## config.mk

```make
export PLATFORM = sky130hd
export DESIGN_NAME = bsc_ctrl
export DESIGN_NICKNAME = d
export VERILOG_FILES = /design/src/rtl/bsc_pkg.sv /design/src/rtl/bsc_regs.sv /design/src/rtl/bsc_seq.sv /design/src/rtl/bsc_irq.sv /design/src/rtl/bsc_ctrl.sv
export SDC_FILE = /design/constraint.sdc
export NUM_CORES = 1
export LEC_CHECK = 0
export BUFFER_PORTS_ARGS = -buffer_cell sky130_fd_sc_hd__buf_2
export CAP_MARGIN = 10
export CORE_MARGIN = 2
export CORE_UTILIZATION = 43
export CTS_CLUSTER_DIAMETER = 150
export CTS_CLUSTER_SIZE = 40
export DETAILED_ROUTE_END_ITERATION = 10
export MAX_ROUTING_LAYER = met4
export PLACE_DENSITY = 0.68
export SLEW_MARGIN = 10
export SYNTH_ARGS = -nofsm -noshare
export SYNTH_HDL_FRONTEND = slang
export SYNTH_HIERARCHICAL = 1
export SYNTH_SLANG_ARGS = --single-unit
```

## constraint.sdc

```tcl
create_clock -name clk -period 1.7 [get_ports clk]
set_input_delay 0.17 -clock clk [delete_from_list [all_inputs] [get_ports clk]]
set_output_delay 0.17 -clock clk [all_outputs]
set_load 0.02 [all_outputs]
```

## src/rtl/bsc_pkg.sv

```systemverilog
package bsc_pkg;
  localparam int DW     = 8;
  localparam int CMD_W  = 4;
  localparam int CHAN_W = 4;
  localparam int PAGE_W = 11;
  localparam int ADR_W  = 11;
  localparam int MOD_W  = 2 * DW - ADR_W;

  localparam logic [CMD_W-1:0] CMD_ABORT = 4'h6;
  localparam logic [CMD_W-1:0] CMD_WBOOT = 4'hB;

  localparam logic [2:0] A_CMD  = 3'd0;
  localparam logic [2:0] A_ENA  = 3'd1;
  localparam logic [2:0] A_UTIL = 3'd2;
  localparam logic [2:0] A_LENL = 3'd3;
  localparam logic [2:0] A_LENH = 3'd4;
  localparam logic [2:0] A_ADRL = 3'd5;
  localparam logic [2:0] A_ADRH = 3'd6;

  typedef struct packed {
    logic [1:0] spare;
    logic       dma;
    logic       wboot;
    logic       rcd;
    logic       icd;
    logic       irq_err;
    logic       irq_done;
  } ena_t;
endpackage

```

## src/rtl/bsc_regs.sv

```systemverilog
module bsc_regs
  import bsc_pkg::*;
#(
  parameter int AW = 3
) (
  input  logic          clk,
  input  logic          rst,
  input  logic          wr_en,
  input  logic [AW-1:0] addr,
  input  logic [DW-1:0] wdata,
  output ena_t          ena,
  output logic [DW-1:0] util,
  output logic [2*DW-1:0] len_r,
  output logic [2*DW-1:0] adr_r
);
  localparam int NBYTE = 4;
  logic [DW-1:0] bytes_q [NBYTE];
  logic [AW-1:0] byte_addr [NBYTE];

  assign byte_addr[0] = AW'(A_LENL);
  assign byte_addr[1] = AW'(A_LENH);
  assign byte_addr[2] = AW'(A_ADRL);
  assign byte_addr[3] = AW'(A_ADRH);

  genvar gi;
  generate
    for (gi = 0; gi < NBYTE; gi++) begin : g_byte
      always_ff @(posedge clk) begin
        if (rst) bytes_q[gi] <= '0;
        else if (wr_en && addr == byte_addr[gi]) bytes_q[gi] <= wdata;
      end
    end
  endgenerate

  always_ff @(posedge clk) begin
    if (rst) begin
      ena  <= '0;
      util <= '0;
    end else if (wr_en) begin
      if (addr == AW'(A_ENA))  ena  <= ena_t'(wdata);
      if (addr == AW'(A_UTIL)) util <= wdata;
    end
  end

  assign len_r = {bytes_q[1], bytes_q[0]};
  assign adr_r = {bytes_q[3], bytes_q[2]};
endmodule

```

## src/rtl/bsc_seq.sv

```systemverilog
module bsc_seq
  import bsc_pkg::*;
(
  input  logic             clk,
  input  logic             rst,
  input  logic             cmd_wr,
  input  logic [CMD_W-1:0] code,
  input  ena_t             ena,
  input  logic             done_i,
  input  logic             err_i,
  input  logic             uce_i,
  output logic             busy,
  output logic             op_cmp,
  output logic             terr,
  output logic             estop,
  output logic             start_o,
  output logic [CMD_W-1:0] cmd_o,
  output logic             abort_o,
  output logic             ev_done,
  output logic             ev_err
);
  logic is_abort, launch, reject, stop_now, abort_now;

  assign is_abort  = (code == CMD_ABORT);
  assign launch    = cmd_wr && !busy && !is_abort;
  assign reject    = launch && (code == CMD_WBOOT) && !ena.wboot;
  assign abort_now = busy && cmd_wr && is_abort;
  assign stop_now  = busy && err_i && (uce_i || !(ena.icd || ena.rcd));

  assign ev_err  = reject || (stop_now && !abort_now);
  assign ev_done = busy && done_i && !abort_now && !stop_now;

  always_ff @(posedge clk) begin
    if (rst) begin
      busy    <= 1'b0;
      op_cmp  <= 1'b0;
      terr    <= 1'b0;
      estop   <= 1'b0;
      start_o <= 1'b0;
      abort_o <= 1'b0;
      cmd_o   <= '0;
    end else begin
      start_o <= 1'b0;
      abort_o <= 1'b0;
      if (launch) begin
        op_cmp <= 1'b0;
        estop  <= 1'b0;
        if (reject) begin
          terr <= 1'b1;
        end else begin
          terr    <= 1'b0;
          busy    <= 1'b1;
          start_o <= 1'b1;
          cmd_o   <= code;
        end
      end else if (abort_now) begin
        busy    <= 1'b0;
        abort_o <= 1'b1;
      end else if (stop_now) begin
        busy  <= 1'b0;
        estop <= 1'b1;
      end else if (ev_done) begin
        busy   <= 1'b0;
        op_cmp <= 1'b1;
      end
    end
  end
endmodule

```

## src/rtl/bsc_irq.sv

```systemverilog
module bsc_irq
  import bsc_pkg::*;
(
  input  logic clk,
  input  logic rst,
  input  ena_t ena,
  input  logic ev_done,
  input  logic ev_err,
  input  logic st_rd,
  input  logic busy,
  input  logic xfer_need,
  output logic int_o,
  output logic drq_o
);
  logic raise;
  assign raise = (ev_done && ena.irq_done) || (ev_err && ena.irq_err);

  always_ff @(posedge clk) begin
    if (rst) begin
      int_o <= 1'b0;
      drq_o <= 1'b0;
    end else begin
      int_o <= raise || (int_o && !st_rd);
      drq_o <= busy && ena.dma && xfer_need;
    end
  end
endmodule

```

## src/rtl/bsc_ctrl.sv

```systemverilog
module bsc_ctrl
  import bsc_pkg::*;
#(
  parameter int AW = 3
) (
  input  logic              clk,
  input  logic              rst,
  input  logic              wr_en,
  input  logic              rd_en,
  input  logic [AW-1:0]     addr,
  input  logic [DW-1:0]     wdata,
  output logic [DW-1:0]     rdata,
  input  logic              done_i,
  input  logic              err_i,
  input  logic              uce_i,
  input  logic              xfer_need_i,
  output logic              start_o,
  output logic [CMD_W-1:0]  cmd_o,
  output logic              abort_o,
  output logic              busy_o,
  output logic              int_o,
  output logic              drq_o,
  output logic [CHAN_W-1:0] chan_o,
  output logic [PAGE_W-1:0] pages_o,
  output logic [MOD_W-1:0]  module_o,
  output logic [ADR_W-1:0]  start_addr_o
);
  ena_t            ena;
  logic [DW-1:0]   util;
  logic [2*DW-1:0] len_r, adr_r;
  logic            op_cmp, terr, estop, ev_done, ev_err;
  logic            cmd_wr, st_rd;
  logic [DW-1:0]   status, rd_mux;

  assign cmd_wr = wr_en && addr == AW'(A_CMD);
  assign st_rd  = rd_en && addr == AW'(A_CMD);

  bsc_regs #(.AW(AW)) u_regs (
    .clk(clk), .rst(rst), .wr_en(wr_en), .addr(addr), .wdata(wdata),
    .ena(ena), .util(util), .len_r(len_r), .adr_r(adr_r)
  );

  bsc_seq u_seq (
    .clk(clk), .rst(rst), .cmd_wr(cmd_wr), .code(wdata[CMD_W-1:0]),
    .ena(ena), .done_i(done_i), .err_i(err_i), .uce_i(uce_i),
    .busy(busy_o), .op_cmp(op_cmp), .terr(terr), .estop(estop),
    .start_o(start_o), .cmd_o(cmd_o), .abort_o(abort_o),
    .ev_done(ev_done), .ev_err(ev_err)
  );

  bsc_irq u_irq (
    .clk(clk), .rst(rst), .ena(ena), .ev_done(ev_done), .ev_err(ev_err),
    .st_rd(st_rd), .busy(busy_o), .xfer_need(xfer_need_i),
    .int_o(int_o), .drq_o(drq_o)
  );

  assign status = {busy_o, op_cmp, terr, estop, 4'b0000};

  always_comb begin
    unique case (addr)
      AW'(A_CMD):  rd_mux = status;
      AW'(A_UTIL): rd_mux = util;
      AW'(A_LENL): rd_mux = len_r[DW-1:0];
      AW'(A_LENH): rd_mux = len_r[2*DW-1:DW];
      AW'(A_ADRL): rd_mux = adr_r[DW-1:0];
      AW'(A_ADRH): rd_mux = adr_r[2*DW-1:DW];
      default:     rd_mux = '0;
    endcase
  end

  always_ff @(posedge clk) begin
    if (rst) rdata <= '0;
    else if (rd_en) rdata <= rd_mux;
  end

  assign chan_o       = len_r[2*DW-1 -: CHAN_W];
  assign pages_o      = len_r[PAGE_W-1:0];
  assign module_o     = adr_r[2*DW-1 -: MOD_W];
  assign start_addr_o = adr_r[ADR_W-1:0];
endmodule

```

==> flow_metrics.py <==
metrics = {
    "outcome": {
        "status": "completed",
    },
    "sta": {
        "period_share_pct": 80.9,
        "period_minus_slack_ns": 1.38,
        "max_freq_mhz": 727,
        "hold_viol": 0,
        "relSlewSlack_pct": 66.9,
        "worstMarginPinSlew_ns": 0.496,
        "fin_skew_ns": 0.0121,
        "rsz0062_at_grt": "no",
        "setup_violations": 0,
        "finalSetupTns_ns": 0,
        "report.final.slew_viol_count": 0,
    },
    "cts": {
        "cts_max_level": 3,
        "post_cts_buffers": 0,
        "worstSkewPairLatency_ns": 0.34,
        "cts_sinks": 66,
        "ctsHoldBuffers": 0,
        "cts_tree": "done",
        "cts_buffers": 9,
        "cts-root-buf": "clkbuf_8",
        "clk_pin_slew_ns": 0.07,
        "clk_path_buf_depth": 2,
        "cts_resized": 0,
    },
    "power": {
        "intPower_uw": 2570,
        "ir_drop_mv": 0.463,
        "combPwrFrac_pct": 12.7,
        "leakage_uw": 0.00158,
        "seq_power_share_pct": 51.8,
        "p_clk_share_pct": 35.5,
        "switching_share_pct": 25.3,
        "p_per_area_mw_per_mm2": 930,
        "p_sw_uw": 870,
        "power.total_uw": 3440,
    },
    "layout": {
        "layout_common_cells": "buf_2 (66), nor2_1 (38), dfxtp_1 (34)",
        "antenna_cells": 0,
        "area_delta_synth_final_pct": 22.8,
        "mostFrequentLayoutCell": "buf_2",
        "nets": 361,
        "final_layout_size_suffix_gt1_share_pct": 31.4,
    },
    "setup_path": {
        "cp-start-kind": "flop",
        "path_max_fanout": 2,
        "criticalPathCategory": "flop to flop",
        "r2r-start": "u_regs/bytes_q[2][7]",
        "cp.required_ns": 1.93,
        "crit_path_end_kind": "flop",
        "arrival_ns": 1.61,
        "reg2reg_slack_ns": 0.32,
        "worstReg2RegEnd": "rdata[7]",
        "rr_worst_depth": 3,
    },
    "drt": {
        "route.met2.wl_mm": 3.35,
        "num_vias": 2301,
        "vias_per_cell": 5.19,
        "drc": 0,
        "drt_first_pass_iters": 4,
        "ant_nets": 0,
        "top_layer": "met4",
        "wl_met1_mm": 3.30,
        "drtIter0Drc": 157,
        "detail_route.wl_per_cell_um": 16.1,
        "wl_met3_um": 337,
        "routed_wl_mm": 7.11,
    },
    "floorplanning": {
        "die_area_mm2": 0.00769,
        "start_util_pct": 44.3,
        "die_w_um": 87.7,
        "fp.dieH_um": 87.7,
        "ios": 67,
        "rows": 30,
        "coreArea_mm2": 0.00679,
    },
    "global_route": {
        "gr-usage-all-layers_pct": 20.1,
        "grt_max_degree": 34,
        "grt_pass1_vias": 2185,
        "grt_overflow": 0,
        "grt_pass1_wl_mm": 11.1,
        "antenna_found_initial": 0,
    },
    "flow_run": {
        "maxCapViolCount": 0,
    },
    "yosys": {
        "syn_nets": 280,
        "ys_warn_count": 6,
        "avgSynthCellArea_um2": 11.5,
        "synth_area_mm2": 0.00301,
        "synth_cells": 261,
    },
    "min_path": {
        "holdPathStages": 2,
        "hold_class": "input pin to flop",
        "hold_path_end": "u_irq/drq_o",
        "hold_start": "xfer_need_i",
    },
    "placement": {
        "portBuffers": 66,
        "dp_hpwl_mm": 5.27,
        "gp_congestion": 0.883,
    },
}
==> area by class of cell <==
type | count | area, um^2
well taps | 96 | 120
repair buffers | 85 | 485
clock inverters | 5 | 46.3
multi-input cells | 175 | 1250
inverters | 5 | 18.8
fillers | 606 | 3100
clock buffers | 11 | 131
flip-flops and latches | 66 | 1640
==> metrics by stage <==
step           util [%]  std cells  hold slack [ns]  setup WS [ns]  area (um^2)
2_1_floorplan         -        261            0.239         0.0223         3010
6_report           54.4        443            0.108          0.324         3700
3_5_place_dp       51.8        427            0.445         0.0919         3520
3_3_place_gp       51.8        427            0.439         0.0816         3520
4_1_cts            54.4        443           0.0912          0.334         3700
5_1_grt            54.4        443            0.105          0.286         3700
==> flip-flops by register name, indices dropped and copies added (netlist names), 4 cells and up <==
| register | cells |
|---|---|
| u_regs/bytes_q | 32 |
| rdata | 8 |
| u_regs/util | 8 |
| u_regs/ena | 6 |
| u_seq/cmd_o | 4 |
==> critical path, cell delays in order, from the launching register on <==
cell and delay, ns:
edfxtp_1 0.41, mux2_4 0.27, a221o_1 0.34, a32o_1 0.25
==> power groups by stage <==
stage	Sequential (uW)	Clock, uW	Combinational, uW
6_report	1780	1220	437
5_1_grt	1790	1330	471
3_5_place_dp	1820	0	438
2_1_floorplan	1890	0	190
3_3_place_gp	1820	0	433
4_1_cts	1780	1250	439
==> routing by layer <==
| layer | vias to the layer above | track usage, % |
|---|---|---|
| met5 | - | - |
| met4 | 0 | 7.27 |
| met3 | 12 | 4.90 |
| met2 | 68 | 29.8 |
| met1 | 1098 | 26.7 |
| li1 | 1123 | - |
==> worst max path at each step <==
stage	end	slack (ns)	startpoint	cells past startpoint
2_1_floorplan	u_seq/cmd_o[0]	0.02	addr[0]	8
3_3_place_gp	u_seq/cmd_o[0]	0.08	addr[2]	6
3_5_place_dp	u_seq/cmd_o[0]	0.09	addr[2]	6
4_1_cts	rdata[7]	0.33	u_regs/bytes_q[2][7]	3
5_1_grt	u_irq/int_o	0.29	u_seq/busy	5
6_report	rdata[7]	0.32	u_regs/bytes_q[2][7]	3
No activity file was read; power rests on OpenSTA's default activity.
